===== config.mk =====
export PLATFORM = sky130hd
export DESIGN_NAME = rc_alu32
export DESIGN_NICKNAME = d
export VERILOG_FILES = /design/src/rtl/rc_alu_pkg.sv /design/src/rtl/rc_alu_decode.sv /design/src/rtl/rc_alu_slice.sv /design/src/rtl/rc_alu_zero_tree.sv /design/src/rtl/rc_alu32.sv
export SDC_FILE = /design/constraint.sdc
export NUM_CORES = 1
export LEC_CHECK = 0
export ABC_AREA = 1
export ABC_CLOCK_PERIOD_IN_PS = 30300
export CAP_MARGIN = 20
export CORE_ASPECT_RATIO = 0.5
export CORE_MARGIN = 4
export CORE_UTILIZATION = 40
export DETAILED_ROUTE_END_ITERATION = 10
export GPL_TIMING_DRIVEN = 0
export PLACE_DENSITY_LB_ADDON = 0.12
export SYNTH_ARGS = -nofsm -noshare
export SYNTH_HDL_FRONTEND = slang
export SYNTH_SLANG_ARGS = --single-unit

===== constraint.sdc =====
create_clock -name vclk -period 30.3
set_input_delay 9.09 -clock vclk [all_inputs]
set_output_delay 9.09 -clock vclk [all_outputs]
set_load 0.05 [all_outputs]

===== src/rtl/rc_alu_pkg.sv =====
package rc_alu_pkg;

  typedef enum logic [3:0] {
    OPC_ADD  = 4'b0000,
    OPC_ADDU = 4'b0001,
    OPC_SUB  = 4'b0010,
    OPC_SUBU = 4'b0011,
    OPC_AND  = 4'b0100,
    OPC_OR   = 4'b0101,
    OPC_XOR  = 4'b0110,
    OPC_NOR  = 4'b0111,
    OPC_SLT  = 4'b1010,
    OPC_SLTU = 4'b1011
  } opc_e;

  typedef enum logic [2:0] {
    PICK_SUM  = 3'd0,
    PICK_AND  = 3'd1,
    PICK_OR   = 3'd2,
    PICK_XOR  = 3'd3,
    PICK_NOR  = 3'd4,
    PICK_LESS = 3'd5,
    PICK_NONE = 3'd6
  } pick_e;

  typedef struct packed {
    logic  flip_b;
    logic  carry_seed;
    logic  ovf_en;
    logic  cmp_unsigned;
    pick_e pick;
  } slice_ctl_t;

endpackage


===== src/rtl/rc_alu_decode.sv =====
module rc_alu_decode
  import rc_alu_pkg::*;
(
  input  logic [3:0]  op,
  output slice_ctl_t  ctl
);

  always_comb begin
    ctl.flip_b       = 1'b0;
    ctl.carry_seed   = 1'b0;
    ctl.ovf_en       = 1'b1;
    ctl.cmp_unsigned = 1'b0;
    ctl.pick         = PICK_NONE;
    case (op)
      OPC_ADD:  ctl.pick = PICK_SUM;
      OPC_ADDU: begin
        ctl.pick   = PICK_SUM;
        ctl.ovf_en = 1'b0;
      end
      OPC_SUB: begin
        ctl.pick       = PICK_SUM;
        ctl.flip_b     = 1'b1;
        ctl.carry_seed = 1'b1;
      end
      OPC_SUBU: begin
        ctl.pick       = PICK_SUM;
        ctl.flip_b     = 1'b1;
        ctl.carry_seed = 1'b1;
        ctl.ovf_en     = 1'b0;
      end
      OPC_AND:  ctl.pick = PICK_AND;
      OPC_OR:   ctl.pick = PICK_OR;
      OPC_XOR:  ctl.pick = PICK_XOR;
      OPC_NOR:  ctl.pick = PICK_NOR;
      OPC_SLT: begin
        ctl.pick       = PICK_LESS;
        ctl.flip_b     = 1'b1;
        ctl.carry_seed = 1'b1;
      end
      OPC_SLTU: begin
        ctl.pick         = PICK_LESS;
        ctl.flip_b       = 1'b1;
        ctl.carry_seed   = 1'b1;
        ctl.ovf_en       = 1'b0;
        ctl.cmp_unsigned = 1'b1;
      end
      default: ctl.pick = PICK_NONE;
    endcase
  end

endmodule


===== src/rtl/rc_alu_slice.sv =====
module rc_alu_slice
  import rc_alu_pkg::*;
(
  input  logic       a_bit,
  input  logic       b_bit,
  input  logic       c_in,
  input  logic       less_in,
  input  slice_ctl_t ctl,
  output logic       sum_bit,
  output logic       c_out,
  output logic       y_bit
);

  logic b_eff;
  logic half;

  assign b_eff   = b_bit ^ ctl.flip_b;
  assign half    = a_bit ^ b_eff;
  assign sum_bit = half ^ c_in;
  assign c_out   = (a_bit & b_eff) | (half & c_in);

  always_comb begin
    case (ctl.pick)
      PICK_SUM:  y_bit = sum_bit;
      PICK_AND:  y_bit = a_bit & b_bit;
      PICK_OR:   y_bit = a_bit | b_bit;
      PICK_XOR:  y_bit = a_bit ^ b_bit;
      PICK_NOR:  y_bit = ~(a_bit | b_bit);
      PICK_LESS: y_bit = less_in;
      default:   y_bit = 1'b0;
    endcase
  end

endmodule


===== src/rtl/rc_alu_zero_tree.sv =====
module rc_alu_zero_tree #(
  parameter int W = 32
) (
  input  logic [W-1:0] v,
  output logic         all_zero
);

  localparam int LVL = (W > 1) ? $clog2(W) : 1;
  localparam int P   = 1 << LVL;

  logic [2*P-1:1] node;

  genvar i;
  generate
    for (i = 0; i < P; i++) begin : g_leaf
      if (i < W) begin : g_real
        assign node[P+i] = ~v[i];
      end else begin : g_pad
        assign node[P+i] = 1'b1;
      end
    end
    for (i = 1; i < P; i++) begin : g_join
      assign node[i] = node[2*i] & node[2*i+1];
    end
  endgenerate

  assign all_zero = node[1];

endmodule


===== src/rtl/rc_alu32.sv =====
module rc_alu32
  import rc_alu_pkg::*;
#(
  parameter int W = 32
) (
  input  logic [W-1:0] a,
  input  logic [W-1:0] b,
  input  logic [3:0]   op,
  output logic [W-1:0] result,
  output logic         carry_out,
  output logic         overflow,
  output logic         zero
);

  localparam int MSB = W - 1;

  slice_ctl_t   ctl;
  logic [W:0]   chain;
  logic [W-1:0] sums;
  logic         ovf_raw;
  logic         cmp_bit;

  rc_alu_decode u_decode (
    .op  (op),
    .ctl (ctl)
  );

  assign chain[0] = ctl.carry_seed;

  genvar k;
  generate
    for (k = 0; k < W; k++) begin : g_slice
      if (k == 0) begin : g_lsb
        rc_alu_slice u_slice (
          .a_bit   (a[k]),
          .b_bit   (b[k]),
          .c_in    (chain[k]),
          .less_in (cmp_bit),
          .ctl     (ctl),
          .sum_bit (sums[k]),
          .c_out   (chain[k+1]),
          .y_bit   (result[k])
        );
      end else begin : g_upper
        rc_alu_slice u_slice (
          .a_bit   (a[k]),
          .b_bit   (b[k]),
          .c_in    (chain[k]),
          .less_in (1'b0),
          .ctl     (ctl),
          .sum_bit (sums[k]),
          .c_out   (chain[k+1]),
          .y_bit   (result[k])
        );
      end
    end
  endgenerate

  assign ovf_raw   = chain[MSB] ^ chain[W];
  assign cmp_bit   = ctl.cmp_unsigned ? ~chain[W] : (sums[MSB] ^ ovf_raw);
  assign carry_out = chain[W];
  assign overflow  = ctl.ovf_en & ovf_raw;

  rc_alu_zero_tree #(.W(W)) u_zero (
    .v        (result),
    .all_zero (zero)
  );

endmodule


==> results of run 1 <==
[worst paths after layout]
kind  start  endpoint  slack (ps)  depth (start not counted)
min   op[3]  overflow       18800                          4
max   op[2]      zero        -590                         50
[metal layers]
metal	share of wire [%]	track usage [%]
met1	48	30.61
met2	47	36.49
met3	4.6	0.6920
met4	0.41	1.187
met5	0	0
[power by group through the flow]
stage               Combinational [mW]  Clock [mW]  Sequential [mW]
global route                     0.185           0                0
finish                           0.169           0                0
CTS                              0.167           0                0
detailed placement               0.162           0                0
global placement                 0.160           0                0
floorplan                        0.111           0                0
[timing repair]
item / in CTS / in global routing
gates resized for setup: 84 / 16
setup endpoints to repair: 9 / 8
pin swaps: 9 / 4
setup buffers: 9 / 3
[area by class of cell]
class              instances  area share, %
repair buffers           114          20.77
well taps                135          3.057
multi-input cells        485          62.70
plain buffers             54          6.726
inverters                 91          6.748
[kinds of logic (layout without fill, tap and decap cells)]
logic type / Yosys count / after routing
adder cells (fa/ha/maj): 97 / 97
AND/OR/NAND/NOR: 344 / 344
AO/OA/AOI/OAI: 12 / 12
buffers and inverters: 146 / 259
XOR/XNOR: 32 / 32
[per-stage QoR]
stage          cells  instance area (um2)  power [mW]  hold WS (ps)  TNS, ps
2_1_floorplan    631                 4125      0.1113         18280   -35.69
3_3_place_gp     869                 5325      0.1605         19530   -11650
3_5_place_dp     869                 5325      0.1624         19520   -11970
4_1_cts          877                 5461      0.1673         18810    -1828
5_1_grt          879                 5525      0.1847         18850    -3214
6_report         879                 5525      0.1687         18800    -1796
[layout by cell type, fill, tap and decap left out, drive strengths merged, types with 10 or more instances in the layout]
master / instances
xor2: 31
nand3: 73
fa: 32
ha: 65
inv: 90
or2: 21
clkbuf: 13
nor2: 76
buf: 62
clkdlybuf4s50: 91
o21ai: 10
nand2: 170
==> results by group, run 1 <==
Power
  • Logic pwr share: 100.0%
  • PwrDens: 30.53 nW/um2
  • Switching power share of the total: ~60%
  • Share of power burned in registers: 0%
  • Clock share of power: 0%
  • VDD IR max: about 0.000024 V
  • Internal power: about 0.069 mW
  • Switch Pwr: about 0.099 mW
  • Leak Pwr: between 2 and 3 nW

Placement
  • RD Place Congestion: just over 0.8
  • Hpwl dp: around 10000 um
  • PortBufs: ~100
  • Dpl ws: -2111 ps

Timing
  • Fin. max-slew vios: 0
  • Rel. slew slack: around 50%
  • Final min period: 30,890 ps
  • Tcrit/Tclk final: 101.9%
  • Post-layout worst setup margin: -586.3 ps
  • Worst Max-Slew Pin Slew: 748.5 ps
  • Final Hold Fails: 0
  • Final setup vio count: 4
  • Fmax: between 0.03 and 0.04 GHz
  • RSZ-0062 raised after global routing: yes

Job
  • Max-cap violations: 0

Synthesis
  • Most frequent cell after synthesis: nand2_1
  • Top cell type's share of synthesized area: 20.49%
  • Post-synthesis mux area share: 0%
  • Simple-Gate Fraction of Synth Area: a little under two fifths
  • Largest area contributor in the netlist: ha_1
  • Register area share after synthesis: 0%
  • Syn Area/Cell: around 6.3 um2
  • Dominant cells by area after synthesis: ha_1, fa_1, nand2_1
  • Synth Cell Area: ~4000 um2
  • Synth Area in Compound Gates: ~1.7%
  • Cell variety after synth: 26
  • Largest family of logic cells by synthesized area: simple AND/OR/NAND/NOR gates
  • Post-Synth XOR/XNOR Area: around 7.1%
  • Post-Syn Nets: a little under 800
  • Synth Warn #: 0
  • Commonest cells post-synth: nand2_1, inv_1, nand3_1
  • Post-Synth Adder-Cell Area: between 30% and 40%
  • Number of cells produced by synthesis: between 600 and 700

Routing
  • Antenna viol nets, final: 0
  • Drt wl/cell: ~14 um
  • Routed wire length: approximately 12,000 um
  • Vias per inst: 4.703
  • Post-route DRC: 0
  • DRT iter0 DRCs: 213
  • Routed vias: a little over 4,000
  • 1st-pass router iterations: 5

Final layout
  • Total Nets Final: roughly 910
  • Fill count: about 930
  • Sequential cell area: 0 um2
  • Layout cell share with drive strength beyond 1: approximately 18%
  • Num sequential: 0
  • # diodes: 0
  • Syn-to-layout area delta: 39.22%
  • Area of the multi-input gates: between 3000 and 4000 um2
  • Final core utilization: between 50% and 60%
  • Clock buffers: 0

Die
  • Die area: roughly 12,000 um2
  • Die width: approximately 150 um
  • Die Span Y: 78.44 um
  • Row Count: 25
  • Top Ports: 103
  • Initial Util: about 42%
  • Core footprint: 9540 um2

GRT
  • First-pass GRT wire length: between 15,000 and 20,000 um
  • Initial antenna violation count: 0
  • Number of global-route vias before repair: 4,033
  • Gr ovfl total: 0
  • Largest net degree at the start of global routing: 11
  • GRT Resource Usage Total: 21.01%

Setup path
  • Buffers & Inverters on Critical Path: 5
  • Worst path most repeated cell: fa_2
  • CP max-delay cell: fa_2
  • Crit. End Element: output pin
  • Worst Path Required: 21,210 ps
  • Slowest stage delay, CP: approximately 400 ps
  • Arrival time at the worst endpoint: about 22,000 ps
  • Crit path launch type: input port
  • Critical path class: in2out
  • Crit-path max FO: 4
  • Delay-heaviest family, CP: adder cells

CTS
  • Hold Buf Count CTS: 0

Outcome
  • Status: finished, violations left
  • Failing checks: setup timing

Hold path
  • Hold Crit Class: in2out
Note: power is estimated with default switching activity, not from simulation.
==> run 2, diff against run 1 <==
--- a/config.mk
+++ b/config.mk
@@ -14,6 +14,7 @@
 export DETAILED_ROUTE_END_ITERATION = 10
 export GPL_TIMING_DRIVEN = 0
 export PLACE_DENSITY_LB_ADDON = 0.12
+export SETUP_SLACK_MARGIN = 0.4
 export SYNTH_ARGS = -nofsm -noshare
 export SYNTH_HDL_FRONTEND = slang
 export SYNTH_SLANG_ARGS = --single-unit
==> results by group, run 2 (synthesis gave the netlist of run 1 again) <==
Setup path
  • Crit. End Element: output pin
  • Arrival time at the worst endpoint: 21,800 ps (about the same)
  • Start point of the critical path: op[2]
  • Setup crit end: zero
  • CP max-delay cell: fa_1
  • Buffers & Inverters on Critical Path: 7 (+2)
  • Crit path launch type: input port
  • Critical path class: in2out
  • Slowest stage delay, CP: 410 ps (+20 ps)
  • Worst path most repeated cell: fa_2
  • Instance count on the critical path: 48 (-4.0%)
  • Crit-path max FO: 4 (unchanged)
  • Worst Path Required: 21,210 ps (about the same)
  • Delay-heaviest family, CP: adder cells

Final layout
  • Total Nets Final: 914 (+0.33%)
  • Area of the multi-input gates: 3475 um2 (+0.29%)
  • Final core utilization: 58.49% (+0.58 points)
  • Commonest non-fill, non-tap cells in the layout: nand2_1, clkdlybuf4s50_1, inv_1, nand3_1, nor2_1
  • # diodes: 0 (unchanged)
  • Clock buffers: 0 (unchanged)
  • Num sequential: 0 (unchanged)
  • Layout cell share with drive strength beyond 1: 18.61% (+0.73 points)
  • Fill count: 942 (+1.4%)
  • Syn-to-layout area delta: 40.61%
  • Most common cell after layout, fill and taps aside: nand2_1
  • Sequential cell area: 0 um2 (unchanged)

Power
  • Total power draw: 0.1716 mW (+1.7%)
  • Switch Pwr: 0.1005 mW (+1.1%)
  • VDD IR max: 0.00002319 V (-3.3%)
  • Leak Pwr: 2.997 nW (+0.99%)
  • Share of power burned in registers: 0% (unchanged)
  • Switching power share of the total: 58.56% (-0.36 points)
  • Internal power: 0.07110 mW (+2.6%)
  • Logic pwr share: 100.0% (about the same)
  • PwrDens: 30.75 nW/um2 (+0.69%)
  • Clock share of power: 0% (unchanged)

Die
  • Initial Util: 41.60% (unchanged)
  • Die width: 148.9 um (unchanged)
  • Top Ports: 103 (unchanged)
  • Die Span Y: 78.44 um (unchanged)
  • Row Count: 25 (unchanged)
  • Core footprint: 9540 um2 (unchanged)
  • Die area: 11,680 um2 (unchanged)

Routing
  • 1st-pass router iterations: 5 (unchanged)
  • DRT iter0 DRCs: 244 (+15%)
  • Post-route DRC: 0 (unchanged)
  • Routed wire length: 12,250 um (-0.37%)
  • Antenna viol nets, final: 0 (unchanged)
  • Vias per inst: 4.732 (+0.62%)
  • Routed vias: 4,174 (+0.97%)
  • Drt wl/cell: 13.89 um (-0.70%)

GRT
  • Gr ovfl total: 0 (unchanged)
  • First-pass GRT wire length: 19,850 um (-0.59%)
  • Number of global-route vias before repair: 4,050 (+0.42%)
  • GRT Resource Usage Total: 20.86% (-0.15 points)
  • Largest net degree at the start of global routing: 11 (unchanged)
  • Initial antenna violation count: 0 (unchanged)

Timing
  • Worst Max-Slew Pin Slew: 758.4 ps (+9.837 ps)
  • Final setup vio count: 4 (unchanged)
  • Post-layout worst setup margin: -593.1 ps (-6.791 ps)
  • Setup total negative slack: -1876 ps (-79.70 ps)
  • Fmax: 0.03237 GHz (about the same)
  • Min Hold Slack: 18,810 ps (+6.100 ps)
  • Fin. max-slew vios: 0 (unchanged)
  • Rel. slew slack: 49.44% (-0.66 points)
  • Tcrit/Tclk final: 102.0% (about the same)
  • RSZ-0062 raised after global routing: yes
  • Final min period: 30,890 ps (+6.791 ps)
  • Final Hold Fails: 0 (unchanged)

Job
  • Max-cap violations: 0 (unchanged)

Hold path
  • Hold Crit Class: in2out

Placement
  • RD Place Congestion: 0.8218 (+0.48%)
  • PortBufs: 103 (unchanged)
  • Hpwl dp: 9678 um (-1.7%)

Outcome
  • Status: finished, violations left
  • Failing checks: setup timing

CTS
  • Hold Buf Count CTS: 0 (unchanged)
[run 2: cell count changes in the layout (fill, tap and decap cells not counted), moves of 2 or more]
cell | previous run | this run
nand2_2 | 9 | 11
clkdlybuf4s50_1 | 91 | 89
buf_8 | 3 | 6
nand2_1 | 159 | 157
[run 2: worst min-delay path, stage by stage]
cell,delay [ps]
buf_12,110
nor2_1,100
a211oi_4,240
buf_6,180
[run 2: layer usage]
layer / global-route usage [%] / vias up / part of all wire [%]
met2: 36.03 / 126 / 46
met3: 0.9804 / 7 / 6.4
li1: - / 2113 / -
met5: 0 / - / 0
met1: 30.32 / 1928 / 47
met4: 1.279 / 0 / 0.43
[run 2: worst min-delay path by stage]
stage	from	end	slack [ps]	cells after the start
after CTS	op[3]	overflow	18810	4
after detailed placement	op[0]	overflow	19530	3
final	op[3]	overflow	18810	4
after global placement	op[0]	overflow	19530	3
after floorplan	op[0]	overflow	18280	1
after global routing	op[3]	overflow	18840	4
[run 2: what timing repair did]
action,in CTS,in global routing
resized for setup,95,19
setup buffers,10,3
pin swaps,7,10
endpoints found under the setup margin,10,9
[run 2: power groups by stage]
stage	sequential (mW)	clock (mW)	combinational, mW
finish	0	0	0.172
global placement	0	0	0.161
detailed placement	0	0	0.163
floorplan	0	0	0.112
global route	0	0	0.187
CTS	0	0	0.169
[run 2: per-stage QoR]
stage / setup WS (ps) / cell area, um2 / cells
5_1_grt: -903.7 / 5580 / 882
2_1_floorplan: -35.69 / 4133 / 631
4_1_cts: -666.9 / 5499 / 879
6_report: -593.1 / 5580 / 882
3_3_place_gp: -2113 / 5333 / 869
3_5_place_dp: -2123 / 5333 / 869
[run 2: cell type report]
type | instances | share of cell area [%]
Buffer | 55 | 6.996
Timing Repair Buffer | 116 | 21.08
Inverter | 91 | 6.637
Tap cell | 135 | 3.027
Multi-Input combinational cell | 485 | 62.26
==> run 3, diff against run 2 <==
--- a/config.mk
+++ b/config.mk
@@ -6,7 +6,7 @@
 export NUM_CORES = 1
 export LEC_CHECK = 0
 export ABC_AREA = 1
-export ABC_CLOCK_PERIOD_IN_PS = 30300
+export ABC_CLOCK_PERIOD_IN_PS = 26900
 export CAP_MARGIN = 20
 export CORE_ASPECT_RATIO = 0.5
 export CORE_MARGIN = 4
==> constraint.sdc (replaced) <==
create_clock -name vclk -period 26.9
set_input_delay 8.07 -clock vclk [all_inputs]
set_output_delay 8.07 -clock vclk [all_outputs]
set_load 0.05 [all_outputs]
==> results by group, run 3 (synthesis gave the netlist of run 1 again) <==
Final layout
  • Fill count: 937 (-0.53%)
  • Post-route non-filler standard cell count: 878 (-0.45%)
  • Num sequential: 0 (unchanged)
  • Sequential cell area: 0 um2 (unchanged)
  • Layout cell share with drive strength beyond 1: 18.44% (-0.17 points)
  • Most common cell after layout, fill and taps aside: nand2_1
  • Commonest non-fill, non-tap cells in the layout: nand2_1, clkdlybuf4s50_1, inv_1, nand3_1, nor2_1
  • # diodes: 0 (unchanged)
  • Clock buffers: 0 (unchanged)
  • Total Nets Final: 910 (-0.44%)
  • Syn-to-layout area delta: 40.16%

Setup path
  • Crit-path max FO: 3 (-1)
  • Crit. End Element: output pin
  • CP max-delay cell: fa_2
  • Buffers & Inverters on Critical Path: 5 (-2)
  • Crit path launch type: input port
  • Worst path most repeated cell: fa_2
  • Delay-heaviest family, CP: adder cells
  • Slowest stage delay, CP: 380 ps (-30 ps)
  • Arrival time at the worst endpoint: 20,830 ps (-970 ps)
  • Critical path class: in2out
  • Worst Path Required: 18,830 ps (-2380 ps)

GRT
  • Met3 Usage GRT: 2.941% (+2.0 points)
  • GR peak layer: met2
  • Largest net degree at the start of global routing: 11 (unchanged)
  • Met2 Track Usage GR: 34.54% (-1.5 points)
  • Gr ovfl total: 0 (unchanged)
  • Number of global-route vias before repair: 3,886 (-4.0%)
  • First-pass GRT wire length: 19,130 um (-3.6%)
  • Met1 usage: 28.66% (-1.7 points)
  • GRT Resource Usage Total: 20.20% (-0.66 points)
  • Initial antenna violation count: 0 (unchanged)

Routing
  • Routed wire length: 12,020 um (-1.9%)
  • Vias per inst: 4.722 (-0.22%)
  • Antenna viol nets, final: 0 (unchanged)
  • DRT iter0 DRCs: 197 (-19%)
  • Routed vias: 4,146 (-0.67%)
  • Drt wl/cell: 13.69 um (-1.5%)
  • Post-route DRC: 0 (unchanged)
  • 1st-pass router iterations: 5 (unchanged)

Timing
  • Fmax: 0.03460 GHz
  • Worst Max-Slew Pin Slew: 725.7 ps (-32.68 ps)
  • Final Hold Fails: 0 (unchanged)
  • Post-layout worst setup margin: -2004 ps (-1411 ps)
  • Tcrit/Tclk final: 107.5%
  • Rel. slew slack: 51.62% (+2.2 points)
  • Fin. max-slew vios: 0 (unchanged)
  • Final min period: about 29,000 ps
  • RSZ-0062 raised after global routing: yes
  • Final setup vio count: 9 (+5)

Power
  • VDD IR max: 0.00002607 V (+12%)
  • Leak Pwr: 2.984 nW (-0.43%)
  • PwrDens: 35.07 nW/um2 (+14%)

Hold path
  • Hold Path Depth: 4 (unchanged)
  • Hold Path Origin: op[3]
  • Worst Hold Endpoint: overflow
  • Hold Crit Class: in2out

Die
  • Core footprint: 9540 um2 (unchanged)
  • Initial Util: 41.60% (unchanged)
  • Die Span Y: 78.44 um (unchanged)
  • Row Count: 25 (unchanged)
  • Die width: 148.9 um (unchanged)
  • Top Ports: 103 (unchanged)
  • Die area: 11,680 um2 (unchanged)

Placement
  • Placed cell count: 869 (unchanged)
  • Dpl ws: -3412 ps (-1289 ps)
  • RD Place Congestion: 0.8609 (+4.8%)
  • Hpwl dp: 9659 um (-0.19%)
  • PortBufs: 103 (unchanged)

Outcome
  • Status: finished, violations left
  • Failing checks: setup timing

CTS
  • Hold Buf Count CTS: 0 (unchanged)

Job
  • Max-cap violations: 0 (unchanged)
==> run 3: cell types whose count changed in the layout (fill, tap and decap cells not counted), moves of 2 or more <==
cell,previous run,this run
buf_8,6,10
buf_4,41,32
clkdlybuf4s50_1,89,86
nand2_2,11,9
buf_6,9,13
nand2_1,157,159
==> run 3: routing by layer <==
layer | share of wire (%) | wire, um | vias up
li1 | - | - | 2107
met3 | 7.5 | 896 | 4
met4 | 0.42 | 51 | 0
met5 | 0 | 0 | -
met1 | 47 | 5596 | 1922
met2 | 46 | 5474 | 113
==> run 3: worst max-delay path by stage <==
stage          start  endpoint  cells past startpoint
5_1_grt        op[2]      zero                     50
4_1_cts        op[2]      zero                     50
3_5_place_dp   op[2]      zero                     50
3_3_place_gp   op[2]      zero                     50
6_report       op[2]      zero                     50
2_1_floorplan  op[2]      zero                     48
==> run 3: stage by stage <==
step | power [mW] | instance area (um2) | hold slack [ps] | setup TNS, ps | utilization [%]
finish | 0.1951 | 5563 | 16750 | -11680 | 58.31
global route | 0.2135 | 5563 | 16800 | -13970 | 58.31
CTS | 0.1920 | 5479 | 16760 | -11640 | 57.43
detailed placement | 0.1849 | 5350 | 17490 | -26670 | 56.08
global placement | 0.1828 | 5350 | 17500 | -26790 | 56.08
floorplan | 0.1273 | 4150 | 16240 | -6422 | -
==> run 3: timing repair <==
action,4_1_cts,5_1_grt
hold endpoints to repair,0,0
setup buffers,7,2
endpoints found under the setup margin,14,12
pin swaps,9,2
resized for setup,118,20
cloned,0,0
==> run 3: report_power, final <==
part / internal (mW) / leakage (nW) / total (mW) / switching (mW)
clock: 0 / 0 / 0 / 0
combinational: 0.0821 / 2.98 / 0.195 / 0.113
sequential: 0 / 0 / 0 / 0
total: 0.0821 / 2.98 / 0.195 / 0.113
==> run 3: cell type report <==
class	count	area, um2	area share [%]
inverter	91	370.4	6.658
multi-input combinational	485	3457	62.15
timing repair buffer	112	1161	20.87
tap	135	168.9	3.036
buffer	55	405.4	7.287
